===== config.mk =====
export PLATFORM = sky130hd
export DESIGN_NAME = irq_sense_latch
export DESIGN_NICKNAME = d
export VERILOG_FILES = /design/src/rtl/irq_sense_pkg.sv /design/src/rtl/isl_regs.sv /design/src/rtl/isl_line.sv /design/src/rtl/irq_sense_latch.sv
export SDC_FILE = /design/constraint.sdc
export NUM_CORES = 1
export LEC_CHECK = 0
export ABC_AREA = 1
export BUFFER_PORTS_ARGS = -buffer_cell sky130_fd_sc_hd__buf_2
export CAP_MARGIN = 15
export CORE_AREA = 2 2 86 88
export CTS_CLUSTER_DIAMETER = 80
export DETAILED_ROUTE_END_ITERATION = 7
export DIE_AREA = 0 0 88 90
export REMOVE_ABC_BUFFERS = 1
export SLEW_MARGIN = 20
export SYNTH_ARGS = -nofsm -noshare
export SYNTH_HDL_FRONTEND = slang
export SYNTH_SLANG_ARGS = --single-unit

===== constraint.sdc =====
create_clock -name clk -period 2.4 [get_ports clk]
set_input_delay 0.12 -clock clk [delete_from_list [all_inputs] [get_ports clk]]
set_output_delay 0.12 -clock clk [all_outputs]
set_load 0.05 [all_outputs]

===== src/rtl/irq_sense_pkg.sv =====
package irq_sense_pkg;

    localparam int ADDR_W = 8;

    typedef enum logic [3:0] {
        RS_NONE,
        RS_LIVE,
        RS_KIND,
        RS_POLH,
        RS_POLL,
        RS_LCLR,
        RS_ENSET,
        RS_ENCLR,
        RS_LSTS
    } reg_sel_e;

    function automatic reg_sel_e decode_addr(input logic [ADDR_W-1:0] a);
        case (a)
            8'h10:   return RS_LIVE;
            8'h11:   return RS_KIND;
            8'h12:   return RS_POLH;
            8'h13:   return RS_POLL;
            8'h14:   return RS_LCLR;
            8'h15:   return RS_ENSET;
            8'h16:   return RS_ENCLR;
            8'h18:   return RS_LSTS;
            default: return RS_NONE;
        endcase
    endfunction

    // Polarity-adjusted live view of one line.
    function automatic logic qualify(input logic lvl, input logic ph, input logic pl);
        return lvl ^ (pl & ~ph);
    endfunction

endpackage


===== src/rtl/isl_regs.sv =====
module isl_regs
    import irq_sense_pkg::*;
#(
    parameter int NUM_LINES = 8
) (
    input  logic                 clk,
    input  logic                 rst,
    input  logic                 wr_en,
    input  reg_sel_e             sel,
    input  logic [NUM_LINES-1:0] wdata,
    output logic [NUM_LINES-1:0] kind,
    output logic [NUM_LINES-1:0] pol_hi,
    output logic [NUM_LINES-1:0] pol_lo,
    output logic [NUM_LINES-1:0] enable,
    output logic [NUM_LINES-1:0] lat_clr
);

    always_ff @(posedge clk) begin
        if (rst) begin
            kind   <= '0;
            pol_hi <= '0;
            pol_lo <= '0;
            enable <= '0;
        end else if (wr_en) begin
            case (sel)
                RS_KIND:  kind   <= wdata;
                RS_POLH:  pol_hi <= wdata;
                RS_POLL:  pol_lo <= wdata;
                RS_ENSET: enable <= enable | wdata;
                RS_ENCLR: enable <= enable & ~wdata;
                default:  ;
            endcase
        end
    end

    assign lat_clr = (wr_en && sel == RS_LCLR) ? wdata : '0;

    // set bits appear after an enable-set write
    a_r8_enable_set: assert property (@(posedge clk) disable iff (rst)
        (wr_en && sel == RS_ENSET) |=> ((enable & $past(wdata)) == $past(wdata)));

    // cleared bits are gone after an enable-clear write
    a_r8_enable_clr: assert property (@(posedge clk) disable iff (rst)
        (wr_en && sel == RS_ENCLR) |=> ((enable & $past(wdata)) == '0));

    // enable holds without a set or clear write
    a_r8_enable_hold: assert property (@(posedge clk) disable iff (rst)
        !(wr_en && (sel == RS_ENSET || sel == RS_ENCLR)) |=> $stable(enable));

    // configuration holds without a write to it
    a_r2_kind_hold: assert property (@(posedge clk) disable iff (rst)
        !(wr_en && sel == RS_KIND) |=> $stable(kind));

endmodule


===== src/rtl/isl_line.sv =====
module isl_line
    import irq_sense_pkg::*;
(
    input  logic clk,
    input  logic rst,
    input  logic in_lvl,
    input  logic kind,
    input  logic pol_hi,
    input  logic pol_lo,
    input  logic clr,
    output logic event_hit,
    output logic latched,
    output logic live
);

    logic prev_lvl;
    logic rise, fall, lvl_hit;

    always_ff @(posedge clk) begin
        if (rst) begin
            prev_lvl <= 1'b0;
            latched  <= 1'b0;
        end else begin
            prev_lvl <= in_lvl;
            latched  <= (latched & ~clr) | event_hit;
        end
    end

    always_comb begin
        rise    = pol_hi & in_lvl & ~prev_lvl;
        fall    = pol_lo & ~in_lvl & prev_lvl;
        lvl_hit = (pol_hi & in_lvl) | (pol_lo & ~in_lvl);
        event_hit = kind ? (rise | fall) : lvl_hit;
    end

    assign live = qualify(in_lvl, pol_hi, pol_lo);

    // an event always leaves the bit set, even against a clear
    a_r9_set_wins: assert property (@(posedge clk) disable iff (rst)
        event_hit |=> latched);

    // a clear with no event empties the bit
    a_r9_clear: assert property (@(posedge clk) disable iff (rst)
        (clr && !event_hit) |=> !latched);

    // no polarity selected means no event
    a_r7_no_polarity: assert property (@(posedge clk) disable iff (rst)
        (!pol_hi && !pol_lo) |-> !event_hit);

    // edge mode with a steady input raises nothing new
    a_r4_edge_steady: assert property (@(posedge clk) disable iff (rst)
        (kind && in_lvl == prev_lvl && !latched) |=> !latched);

endmodule


===== src/rtl/irq_sense_latch.sv =====
module irq_sense_latch
    import irq_sense_pkg::*;
#(
    parameter int NUM_LINES = 8
) (
    input  logic                 clk,
    input  logic                 rst,
    input  logic                 wr_en,
    input  logic                 rd_en,
    input  logic [ADDR_W-1:0]    addr,
    input  logic [NUM_LINES-1:0] wdata,
    output logic [NUM_LINES-1:0] rdata,
    input  logic [NUM_LINES-1:0] irq_in,
    output logic                 irq_out
);

    reg_sel_e             sel;
    logic [NUM_LINES-1:0] kind, pol_hi, pol_lo, enable, lat_clr;
    logic [NUM_LINES-1:0] event_vec, lat_vec, live_vec;
    logic [NUM_LINES-1:0] rd_mux;

    assign sel = decode_addr(addr);

    isl_regs #(.NUM_LINES(NUM_LINES)) u_regs (
        .clk     (clk),
        .rst     (rst),
        .wr_en   (wr_en),
        .sel     (sel),
        .wdata   (wdata),
        .kind    (kind),
        .pol_hi  (pol_hi),
        .pol_lo  (pol_lo),
        .enable  (enable),
        .lat_clr (lat_clr)
    );

    for (genvar n = 0; n < NUM_LINES; n++) begin : g_line
        isl_line u_line (
            .clk       (clk),
            .rst       (rst),
            .in_lvl    (irq_in[n]),
            .kind      (kind[n]),
            .pol_hi    (pol_hi[n]),
            .pol_lo    (pol_lo[n]),
            .clr       (lat_clr[n]),
            .event_hit (event_vec[n]),
            .latched   (lat_vec[n]),
            .live      (live_vec[n])
        );
    end

    always_comb begin
        case (sel)
            RS_LIVE: rd_mux = live_vec;
            RS_KIND: rd_mux = kind;
            RS_POLH: rd_mux = pol_hi;
            RS_POLL: rd_mux = pol_lo;
            RS_LSTS: rd_mux = lat_vec;
            default: rd_mux = '0;
        endcase
    end

    always_ff @(posedge clk) begin
        if (rst)        rdata <= '0;
        else if (rd_en) rdata <= rd_mux;
    end

    assign irq_out = |(lat_vec & enable);

    // read data holds between reads
    a_r12_rdata_hold: assert property (@(posedge clk) disable iff (rst)
        !rd_en |=> $stable(rdata));

    // nothing enabled means no request
    a_r10_quiet: assert property (@(posedge clk) disable iff (rst)
        (enable == '0) |-> !irq_out);

    // an enabled event raises the request in the next cycle
    a_r10_raise: assert property (@(posedge clk) disable iff (rst)
        ((event_vec & enable) != '0 && !(wr_en && sel == RS_ENCLR)) |=> irq_out);

endmodule


== After elaboration in Yosys (flattened, before gate mapping) ==
Memories as Yosys holds them, arrays and structs flattened.
Index checks and enable logic that the tools add are counted.
Storage, ports and cells
  register bits: 56
  ROM bits: 128
  bits of input ports: 28
  output and inout port bits: 9
  logic and storage cells: 166
  memories kept: 1
Cells by class
  equality and inequality tests: 8
  muxes and demuxes: 12
  bitwise gates (word level): 116
  reduce and logical (&&, ||, !) cells: 8
Memories
  (name not given): words 32, bits a word 4, read ports 1, clocked after Yosys merged registers in 0, write ports 0, line irq_sense_pkg.sv:18  | case (a)
Operators by type and width (number)
  1-bit bitwise AND: 48
  8-bit one-hot mux with 5 select lines: 1
  1-bit inverter: 32
  1-bit OR: 24
  8-bit bitwise AND: 2
  4-bit by 3-bit equality test with 1-bit output, second input constant: 4
  8-bit one-hot mux with 2 select lines: 1
  4-bit by 2-bit equality test with 1-bit output, second input constant: 2
  1-bit 2-to-1 mux: 8
  8-bit 2-to-1 mux: 1
  8-bit inverter: 1
  8-bit OR: 1
  2-bit AND reduction: 4
  8-bit OR reduction: 1
  1-bit bitwise XOR: 8
  4-bit by 1-bit equality test with 1-bit output, second input constant: 1
  4-bit equality test, second input constant: 1
  4-bit 2-to-1 mux: 1
  3-bit logical NOT: 1
  2-bit nonzero test: 1
  1-bit logical AND: 1

== Depth between registers and ports, before layout ==
Gate-level depths: netlist (run 1).
  depth after elaboration: 8
  mapped depth: 12
  mapped depth without buffers: 10

== Hierarchy ==
A second synthesis (run 1) with hierarchy kept.
Unflattened totals
  cells, all modules: 542
  area total of the unflattened synthesis: 3344.5 um2
Modules (own cells, without submodules)
  isl_regs: instances 1, cells each 237, area an instance 1526.5 um2
  isl_line: instances 8, cells each 22, area an instance 121.4 um2
  irq_sense_latch: instances 1, cells each 129, area an instance 847.1 um2

== Least setup slack after synthesis (run 1) ==
OpenSTA, ideal clock, no wires.
  kind: input-to-reg
  start: in addr[0]
  end: reg u_regs.pol_hi[6]
  setup time: 0.117 ns
  data arrival time: 1.441 ns
  slack: 0.841 ns
  stages on the path: 10
  buffers on the path: 1
  cells stage by stage: inv_2 > ha_1 > nand3_2 > nor2_4 > inv_2 > nor2_4 > nand3_2 > buf_6 > o21ai_1 > a21oi_1
On the way
  longest elaborated chain between the ends: 4
Ends and longest elaborated chain
  from (decl): line irq_sense_latch.sv:10  | input logic [ADDR_W-1:0] addr,
  memory 32 x 4 bit
  4-bit 2-to-1 mux: line irq_sense_pkg.sv:18
  4-bit by 2-bit equality test with 1-bit output: line isl_regs.sv:25  | case (sel)
  2-bit AND reduction (no line)
  to (signal assigned): line isl_regs.sv:27  | RS_POLH: pol_hi <= wdata;
  to (decl): line isl_regs.sv:12  | output logic [NUM_LINES-1:0] pol_hi,
No other way between the ends.
A chain may end at the register's enable or synchronous reset.

== Worst setup path after layout (run 1) ==
  start: in addr[0]
  end: reg u_regs.pol_hi[5]
Same word-level chain as after synthesis.

==> flow_summary.yaml, run 1 <==
critical_path:
  startpoint_type: "primary input"
  required_ns: 2.59
  crit_fanout: 18
  crit_family: "simple AND/OR/NAND/NOR gates"
  crit_path_max_incr_delay_ns: 0.63
  crit_arrival_ns: 2.30
  setup.worst_path.start: "addr[0]"
  rr_startpoint: "u_regs.pol_hi[0]"
  critPathBufInv: 2
  cp-end-kind: "flip-flop"
  timing.critical_path.slowest_stage_cell: "nor2_2"
  path_class: "primary input to flip-flop"
  path_cells: "buf_2 -> inv_2 -> ha_1 -> nand4_1 -> nor2_4 -> nor2_2 -> nand3_2 -> o21ai_0 -> a21oi_1"
clock_tree:
  cts_resized: 0
  cts.clk_slew.worst_paths_ns: 0.10
  clock-sinks: 56
  htreeDepth: 2
  post_cts_buffers: 0
  cts_tree: "done"
  insertion_delay_ns: 0.31
  cts_root_buffer: "clkbuf_8"
  numCtsBuffers: 5
  cts_max_path_buffers: 2
  cts_hold_buffers: 0
timing:
  fin_skew_ns: 0.006209
  finalSetupTns_ns: 0
  rsz0062_at_grt: "no"
  setup_violations: 0
  fin_crit_sh: 0.8769
  worst_pin_slew_ns: 0.9967
  fmax_ghz: 0.4751
  drv_slew: 0
  period_minus_slack_ns: 2.105
  hold_viol_final: 0
  slew-limit-headroom: 0.3348
  setup_slack_ns: 0.2953
final_layout:
  syn_to_final_growth_pct: 12.33
  n_antenna_cell: 0
  post_layout_nonfiller_instances: 521
  drive_above_1_share: 0.1682
  final_cell_mix: "nand2_1, dfxtp_1, nand3_1, a21oi_1"
  final_area_sq_um: 3181
  layout.nets: 452
  layout_commonest_cell: "nand2_1"
power:
  pwr-share-clk: 0.321
  comb_power_share: 0.106
  switching_power_mw: 0.4470
  power_per_cell_area_nw_per_um2: 532.9
  intPower_mw: 1.248
  netSwitchingFraction: 0.2637
  ir_drop_mv: 0.3438
  leakage_nw: 1.291
  seqPwrFrac: 0.573
outcome:
  status: "finished clean"
floorplanning:
  io_pins: 37
  dieArea_sq_um: 7920
  coreArea_sq_um: 7020
  start_util: 0.4033
  die_w_um: 88
  die_y_um: 90
  row_count: 31
logic_synthesis:
  yosysSeqAreaShare: 0.3959
  synth_area_sq_um: 2831
  synth_warnings: 0
  avgSynthCellArea_sq_um: 7.316
  synthCells: 387
  ys_seq_elements: 56
  ys_types: 26
placement:
  pre_cts_slack_ns: 0.01130
  dp.cells: 513
  gp_congestion: 0.8071
  place_area_sq_um: 3087
  hpwl_mm: 4.988
  port_buffers: 36
job:
  drv_cap: 0
global_route:
  grtUsageTotal: 0.2021
  grt_max_degree: 33
  antenna_found_initial: 0
  grt-ovfl-total: 0
  grt_pass1_vias: 2504
  grt_pass1_wl_mm: 12.60
detailed_routing:
  drt_iter0_drc: 162
  wl_per_cell_um: 14.58
  ant_nets: 0
  dr.pass1.iters: 5
  drc: 0
  wirelength_mm: 7.594
  via_count: 2702
  vias_per_cell: 5.186
hold_path:
  min_path_type: "primary input to flip-flop"
  hold_path_startpoint: "irq_in[2]"
[worst min-delay path: stages]
cell	delay (ns)
buf_2	0.07
inv_1	0.06
nor2_1	0.08
[logic make-up (layout without fill, tap and decap cells)]
family / after synthesis / after routing / share of synthesized area
AND/OR/NAND/NOR: 179 / 179 / 0.3213
flip-flops: 56 / 56 / 0.3959
adder cells (fa/ha/maj): 3 / 3 / 0.01326
XOR/XNOR: 8 / 8 / 0.02475
AO/OA/AOI/OAI: 92 / 92 / 0.1679
buffers and inverters: 49 / 84 / 0.07689
[synthesized netlist by cell type]
library cell / instances / area, sq um
a21oi_1: 40 / 200.2
a221oi_1: 2 / 17.52
a22o_1: 2 / 17.52
buf_2: 3 / 15.01
buf_6: 4 / 45.04
clkbuf_1: 7 / 26.28
dfxtp_1: 56 / 1121
ha_1: 3 / 37.54
inv_1: 30 / 112.6
inv_2: 5 / 18.77
nand2_1: 62 / 232.7
nand2_4: 2 / 22.52
nand3_1: 50 / 250.2
nand3_2: 3 / 30.03
nand3b_1: 7 / 52.55
nand4_1: 1 / 6.260
nor2_1: 33 / 123.9
nor2_2: 5 / 31.28
nor2_4: 3 / 33.78
nor2_8: 3 / 60.06
nor3_1: 8 / 40.04
nor3_2: 1 / 10.01
nor3_4: 1 / 16.27
o21ai_0: 36 / 180.2
o21ai_1: 12 / 60.06
xor2_1: 8 / 70.07
[worst paths after layout]
kind | to | slack [ns] | cells past startpoint
hold reg to reg | flip-flop | 0.47 | 2
setup reg to reg | rdata[0] | 1.30 | 7
hold / removal | g_line[2].u_line.prev_lvl | 0.06 | 3
setup / recovery | u_regs.pol_hi[5] | 0.30 | 9
[metal layers]
layer	share of wire	track usage	vias to the layer above
li1	-	-	1364
met3	0.065	0.03214	4
met4	0.0050	0.04103	0
met5	0	0	-
met1	0.46	0.2871	1256
met2	0.47	0.3226	78
[power by group through the flow]
stage	sequential (mW)	clock, mW	combinational (mW)
detailed placement	0.992	0	0.180
finish	0.971	0.544	0.180
CTS	0.971	0.558	0.181
global placement	0.992	0	0.179
global route	0.974	0.597	0.200
floorplan	1.01	0	0.0777
[stage by stage]
| step | power [mW] | hold WS, ns | utilization |
|---|---|---|---|
| 6_report | 1.695 | 0.05720 | 0.4530 |
| 5_1_grt | 1.771 | 0.08424 | 0.4530 |
| 4_1_cts | 1.710 | 0.05478 | 0.4530 |
| 3_5_place_dp | 1.172 | 0.3791 | 0.4397 |
| 3_3_place_gp | 1.171 | 0.3748 | 0.4397 |
| 2_1_floorplan | 1.089 | 0.1891 | - |
[cell type report]
cell class	count	area (sq um)
Clock buffer	7	86.33
Multi-Input combinational cell	282	1493
Sequential cell	56	1121
Tap cell	99	123.9
Inverter	35	131.4
Timing Repair Buffer	41	217.7
Clock inverter	1	7.507
Fill cell	744	3840
Power figures use the tool's default switching activity.
==> inputs of run 2 (changes only) <==
--- a/config.mk
+++ b/config.mk
@@ -8,10 +8,13 @@
 export ABC_AREA = 1
 export BUFFER_PORTS_ARGS = -buffer_cell sky130_fd_sc_hd__buf_2
 export CAP_MARGIN = 15
-export CORE_AREA = 2 2 86 88
+export CELL_PAD_IN_SITES_DETAIL_PLACEMENT = 1
+export CELL_PAD_IN_SITES_GLOBAL_PLACEMENT = 1
+export CORE_AREA = 10 10 94 96
 export CTS_CLUSTER_DIAMETER = 80
 export DETAILED_ROUTE_END_ITERATION = 7
-export DIE_AREA = 0 0 88 90
+export DIE_AREA = 0 0 104 106
+export PLACE_DENSITY_LB_ADDON = 0.1
 export REMOVE_ABC_BUFFERS = 1
 export SLEW_MARGIN = 20
 export SYNTH_ARGS = -nofsm -noshare
==> run 2 against run 1 <==
Compared with the run above: die area is 39% higher; final area is 0.31% higher; combinational power is 2% higher; utilization is 0.11 points lower; sequential power hardly changed; largest power group unchanged; highest routed layer unchanged; sequential cell count stayed put; count of clock-buffer cells in the layout is 1 lower; power is 1.3% higher; final cell count is 0.19% higher; critical endpoint is now u_regs.pol_hi[0]; register-to-register slack hardly changed; hold slack worse by 0.0058 ns; clock power is 3% higher.
==> flow_summary.yaml, run 2 (synthesis results as in run 1) <==
clock_tree:
  cts_tree: "done"
  cts_root_buffer: "clkbuf_8"
  post_cts_buffers: 0
  clock-sinks: 56
  htreeDepth: 2
  cts_hold_buffers: 0
  cts_resized: 0
  cts_max_path_buffers: 2
  numCtsBuffers: 5
  insertion_delay_ns: 0.32
  cts.clk_slew.worst_paths_ns: 0.11
timing:
  fin_crit_sh: 0.8173
  drv_slew: 0
  whs_ns: 0.05144
  setup_violations: 0
  worst_pin_slew_ns: 0.9653
  rsz0062_at_grt: "no"
  slew-limit-headroom: 0.3558
  period_minus_slack_ns: 1.961
  fin_skew_ns: 0.008597
  finalSetupTns_ns: 0
  hold_viol_final: 0
  fmax_ghz: 0.5098
critical_path:
  crit_fanout: 16
  path_class: "primary input to flip-flop"
  crit_arrival_ns: 2.16
  startpoint_type: "primary input"
  required_ns: 2.59
  cp-end-kind: "flip-flop"
floorplanning:
  die_w_um: 104
  row_count: 31
  dieArea_sq_um: 11020
  io_pins: 37
  start_util: 0.4011
  coreArea_sq_um: 7059
  die_y_um: 106
detailed_routing:
  drt-met1-wl_mm: 4.133
  wirelength_mm: 8.973
  dr.pass1.iters: 4
  ant_nets: 0
  vias_per_cell: 5.322
  drc: 0
  wl_met2_mm: 4.404
  drt_iter0_drc: 131
  wl_met3_um: 296
  via_count: 2778
  top_layer_used: "met4"
  wl_per_cell_um: 17.19
global_route:
  grtUsageTotal: 0.1658
  grt_pass1_wl_mm: 14.93
  grt_pass1_vias: 2906
  grt_max_degree: 33
  antenna_found_initial: 0
  grt-ovfl-total: 0
final_layout:
  syn_to_final_growth_pct: 12.68
  drive_above_1_share: 0.1726
  multi_input_area_sq_um: 1493
  layout.nets: 453
  seq_area_sq_um: 1121
  n_antenna_cell: 0
  layout_commonest_cell: "nand2_1"
  final_cell_mix: "nand2_1, dfxtp_1, nand3_1, a21oi_1"
  fillCellCount: 953
placement:
  hpwl_mm: 6.336
  gp_congestion: 0.8356
  port_buffers: 36
power:
  leakage_nw: 1.303
  power_mw: 1.716
  ir_drop_mv: 0.2879
  power_per_cell_area_nw_per_um2: 538.0
outcome:
  status: "finished clean"
hold_path:
  min_path_type: "primary input to flip-flop"
job:
  drv_cap: 0
==> run 2: final cells by class <==
cell class	count	area share
Clock buffer	6	0.02588
Clock inverter	2	0.004314
Inverter	35	0.04118
Multi-Input combinational cell	282	0.4678
Sequential cell	56	0.3514
Tap cell	99	0.03882
Timing Repair Buffer	42	0.07059
==> run 2: worst paths after layout <==
kind,start,endpoint,slack [ns],cells past startpoint
max,addr[0],u_regs.pol_hi[0],0.44,9
min,irq_in[1],g_line[1].u_line.prev_lvl,0.05,3
max reg2reg,u_regs.pol_hi[2],rdata[2],1.30,7
min reg2reg,flip-flop,flip-flop,0.47,2
==> run 2: power by group <==
group,switching [mW],internal [mW]
Sequential,0.0170,0.955
Clock,0.323,0.237
Combinational,0.127,0.0577
Total,0.467,1.25
==> run 2: critical path: stages <==
cell	delay, ns
buf_2	0.15
inv_2	0.08
ha_1	0.19
nand4_1	0.15
nor2_4	0.10
nor2_2	0.49
nand3_2	0.47
o21ai_0	0.32
a21oi_1	0.07
==> run 2: layer usage <==
metal | global-route usage | vias to the layer above
met3 | 0.03019 | 12
li1 | - | 1361
met1 | 0.2050 | 1357
met5 | 0 | -
met2 | 0.2889 | 48
met4 | 0.04672 | 0
==> run 2: through the flow <==
step                instances    util  area, sq um  setup WS [ns]
finish                    522  0.4520         3191         0.4386
global route              522  0.4520         3191         0.2172
CTS                       522  0.4520         3191         0.4426
detailed placement        514  0.4383         3094         0.1049
global placement          514  0.4383         3094         0.2566
floorplan                 373       -         2745         0.5605
==> inputs of run 3 (changes only) <==
==> constraint.sdc (replaced) <==
create_clock -name clk -period 2 [get_ports clk]
set_input_delay 0.1 -clock clk [delete_from_list [all_inputs] [get_ports clk]]
set_output_delay 0.1 -clock clk [all_outputs]
set_load 0.05 [all_outputs]
==> run 3 against run 2 <==
Compared with the run above: combinational power rose by 22%; global-route usage fell by 0.36 points; routed wire length fell by 1.3%; power rose by 20%; critical path depth rose by 1; sequential cell count did not move; critical path type unchanged; largest power group unchanged.
==> flow_summary.yaml, run 3 (synthesis results as in run 1) <==
clock_tree:
  numCtsBuffers: 5
  cts_hold_buffers: 0
  clock-sinks: 56
  cts.clk_slew.worst_paths_ns: 0.10
  cts_max_path_buffers: 2
  cts_tree: "done"
  htreeDepth: 2
  post_cts_buffers: 0
  insertion_delay_ns: 0.32
  cts_root_buffer: "clkbuf_8"
  cts_resized: 0
power:
  ir_drop_mv: 0.2387
  leakage_nw: 1.325
  power_per_cell_area_nw_per_um2: 638.0
detailed_routing:
  vias_per_cell: 5.172
  ant_nets: 0
  wirelength_mm: 8.859
  drc: 0
  wl_per_cell_um: 16.78
  drt_iter0_drc: 97
  dr.pass1.iters: 4
  via_count: 2731
floorplanning:
  row_count: 31
  start_util: 0.4011
  die_y_um: 106
  io_pins: 37
  die_w_um: 104
  coreArea_sq_um: 7059
  dieArea_sq_um: 11020
global_route:
  grt_pass1_vias: 2838
  grt-ovfl-total: 0
  grt_util_met3: 0.03019
  grtUsageTotal: 0.1622
  top_usage_layer: "met2"
  use_met1: 0.2009
  grt_max_degree: 25
  grt_pass1_wl_mm: 14.61
  use_met2: 0.2826
  antenna_found_initial: 0
timing:
  hold_viol_final: 0
  finalSetupTns_ns: 0
  fmax_ghz: 0.5997
  rsz0062_at_grt: "no"
  fin_skew_ns: 0.006655
  fin_crit_sh: 0.8338
  period_minus_slack_ns: 1.668
  worst_pin_slew_ns: 0.3859
  drv_slew: 0
  setup_violations: 0
  whs_ns: 0.03892
  slew-limit-headroom: 0.7425
critical_path:
  path_class: "primary input to flip-flop"
  cp-end-kind: "flip-flop"
  crit_fanout: 16
  crit_arrival_ns: 1.86
  startpoint_type: "primary input"
  required_ns: 2.20
  rrSetupSlack_ns: 0.90
placement:
  port_buffers: 36
  hpwl_mm: 6.382
  gp_congestion: 0.7579
hold_path:
  min_path_type: "primary input to flip-flop"
job:
  drv_cap: 0
final_layout:
  n_antenna_cell: 0
  layout_commonest_cell: "nand2_1"
  drive_above_1_share: 0.1818
  final_cell_mix: "nand2_1, dfxtp_1, nand3_1, a21oi_1"
  syn_to_final_growth_pct: 14.18
  layout.nets: 459
outcome:
  status: "finished clean"
[run 3: cell types whose count changed in the layout (fill, tap and decap cells not counted), sizes merged]
| cell | previous run | this run |
|---|---|---|
| buf | 42 | 48 |
| clkbuf | 6 | 7 |
| clkinv | 1 | 0 |
| clkinvlp | 0 | 1 |
| inv | 36 | 35 |
[run 3: final cells by class]
type / instances / area, sq um
sequential: 56 / 1121
timing repair buffer: 48 / 270.3
multi-input combinational: 282 / 1493
fill: 957 / 3826
inverter: 35 / 131.4
clock buffer: 7 / 86.33
clock inverter: 1 / 7.507
tap: 99 / 123.9
[run 3: worst max-delay path, cell delays in order]
cell and delay (ns):
buf_2 0.15, inv_2 0.08, ha_1 0.33, nand3_2 0.15, nor2_4 0.15, inv_2 0.08
nor2_4 0.15, nand3_2 0.33, o21ai_0 0.28, a21oi_1 0.06
[run 3: worst paths after layout]
path                                  startpoint                   endpoint  depth (start not counted)
worst max-delay path                     addr[0]           u_regs.pol_hi[0]                         10
worst min register to register         flip-flop                  flip-flop                          2
worst min-delay path                   irq_in[2]  g_line[2].u_line.prev_lvl                          3
worst max register to register  u_regs.pol_hi[6]                   rdata[6]                          7
[run 3: per-layer routing]
layer  routed length, um  share of wire
met5                   0              0
met4                 111          0.013
met3                 291          0.033
met2                4393           0.50
met1                4062           0.46
[run 3: stage by stage]
step / instance area [sq um] / instances / util / setup slack, ns / power, mW
after floorplan: 2745 / 373 / - / 0.1805 / 1.307
after global placement: 3139 / 520 / 0.4447 / 0.09936 / 1.411
after detailed placement: 3139 / 520 / 0.4447 / -0.001055 / 1.417
after CTS: 3233 / 528 / 0.4580 / 0.3298 / 2.079
after global routing: 3233 / 528 / 0.4580 / 0.1480 / 2.150
final: 3233 / 528 / 0.4580 / 0.3325 / 2.063
[run 3: report_power, final]
| part | leakage, nW | switching, mW | internal, mW |
|---|---|---|---|
| Combinational | 0.824 | 0.151 | 0.0727 |
| Sequential | 0.457 | 0.0202 | 1.15 |
| Clock | 0.0445 | 0.390 | 0.283 |
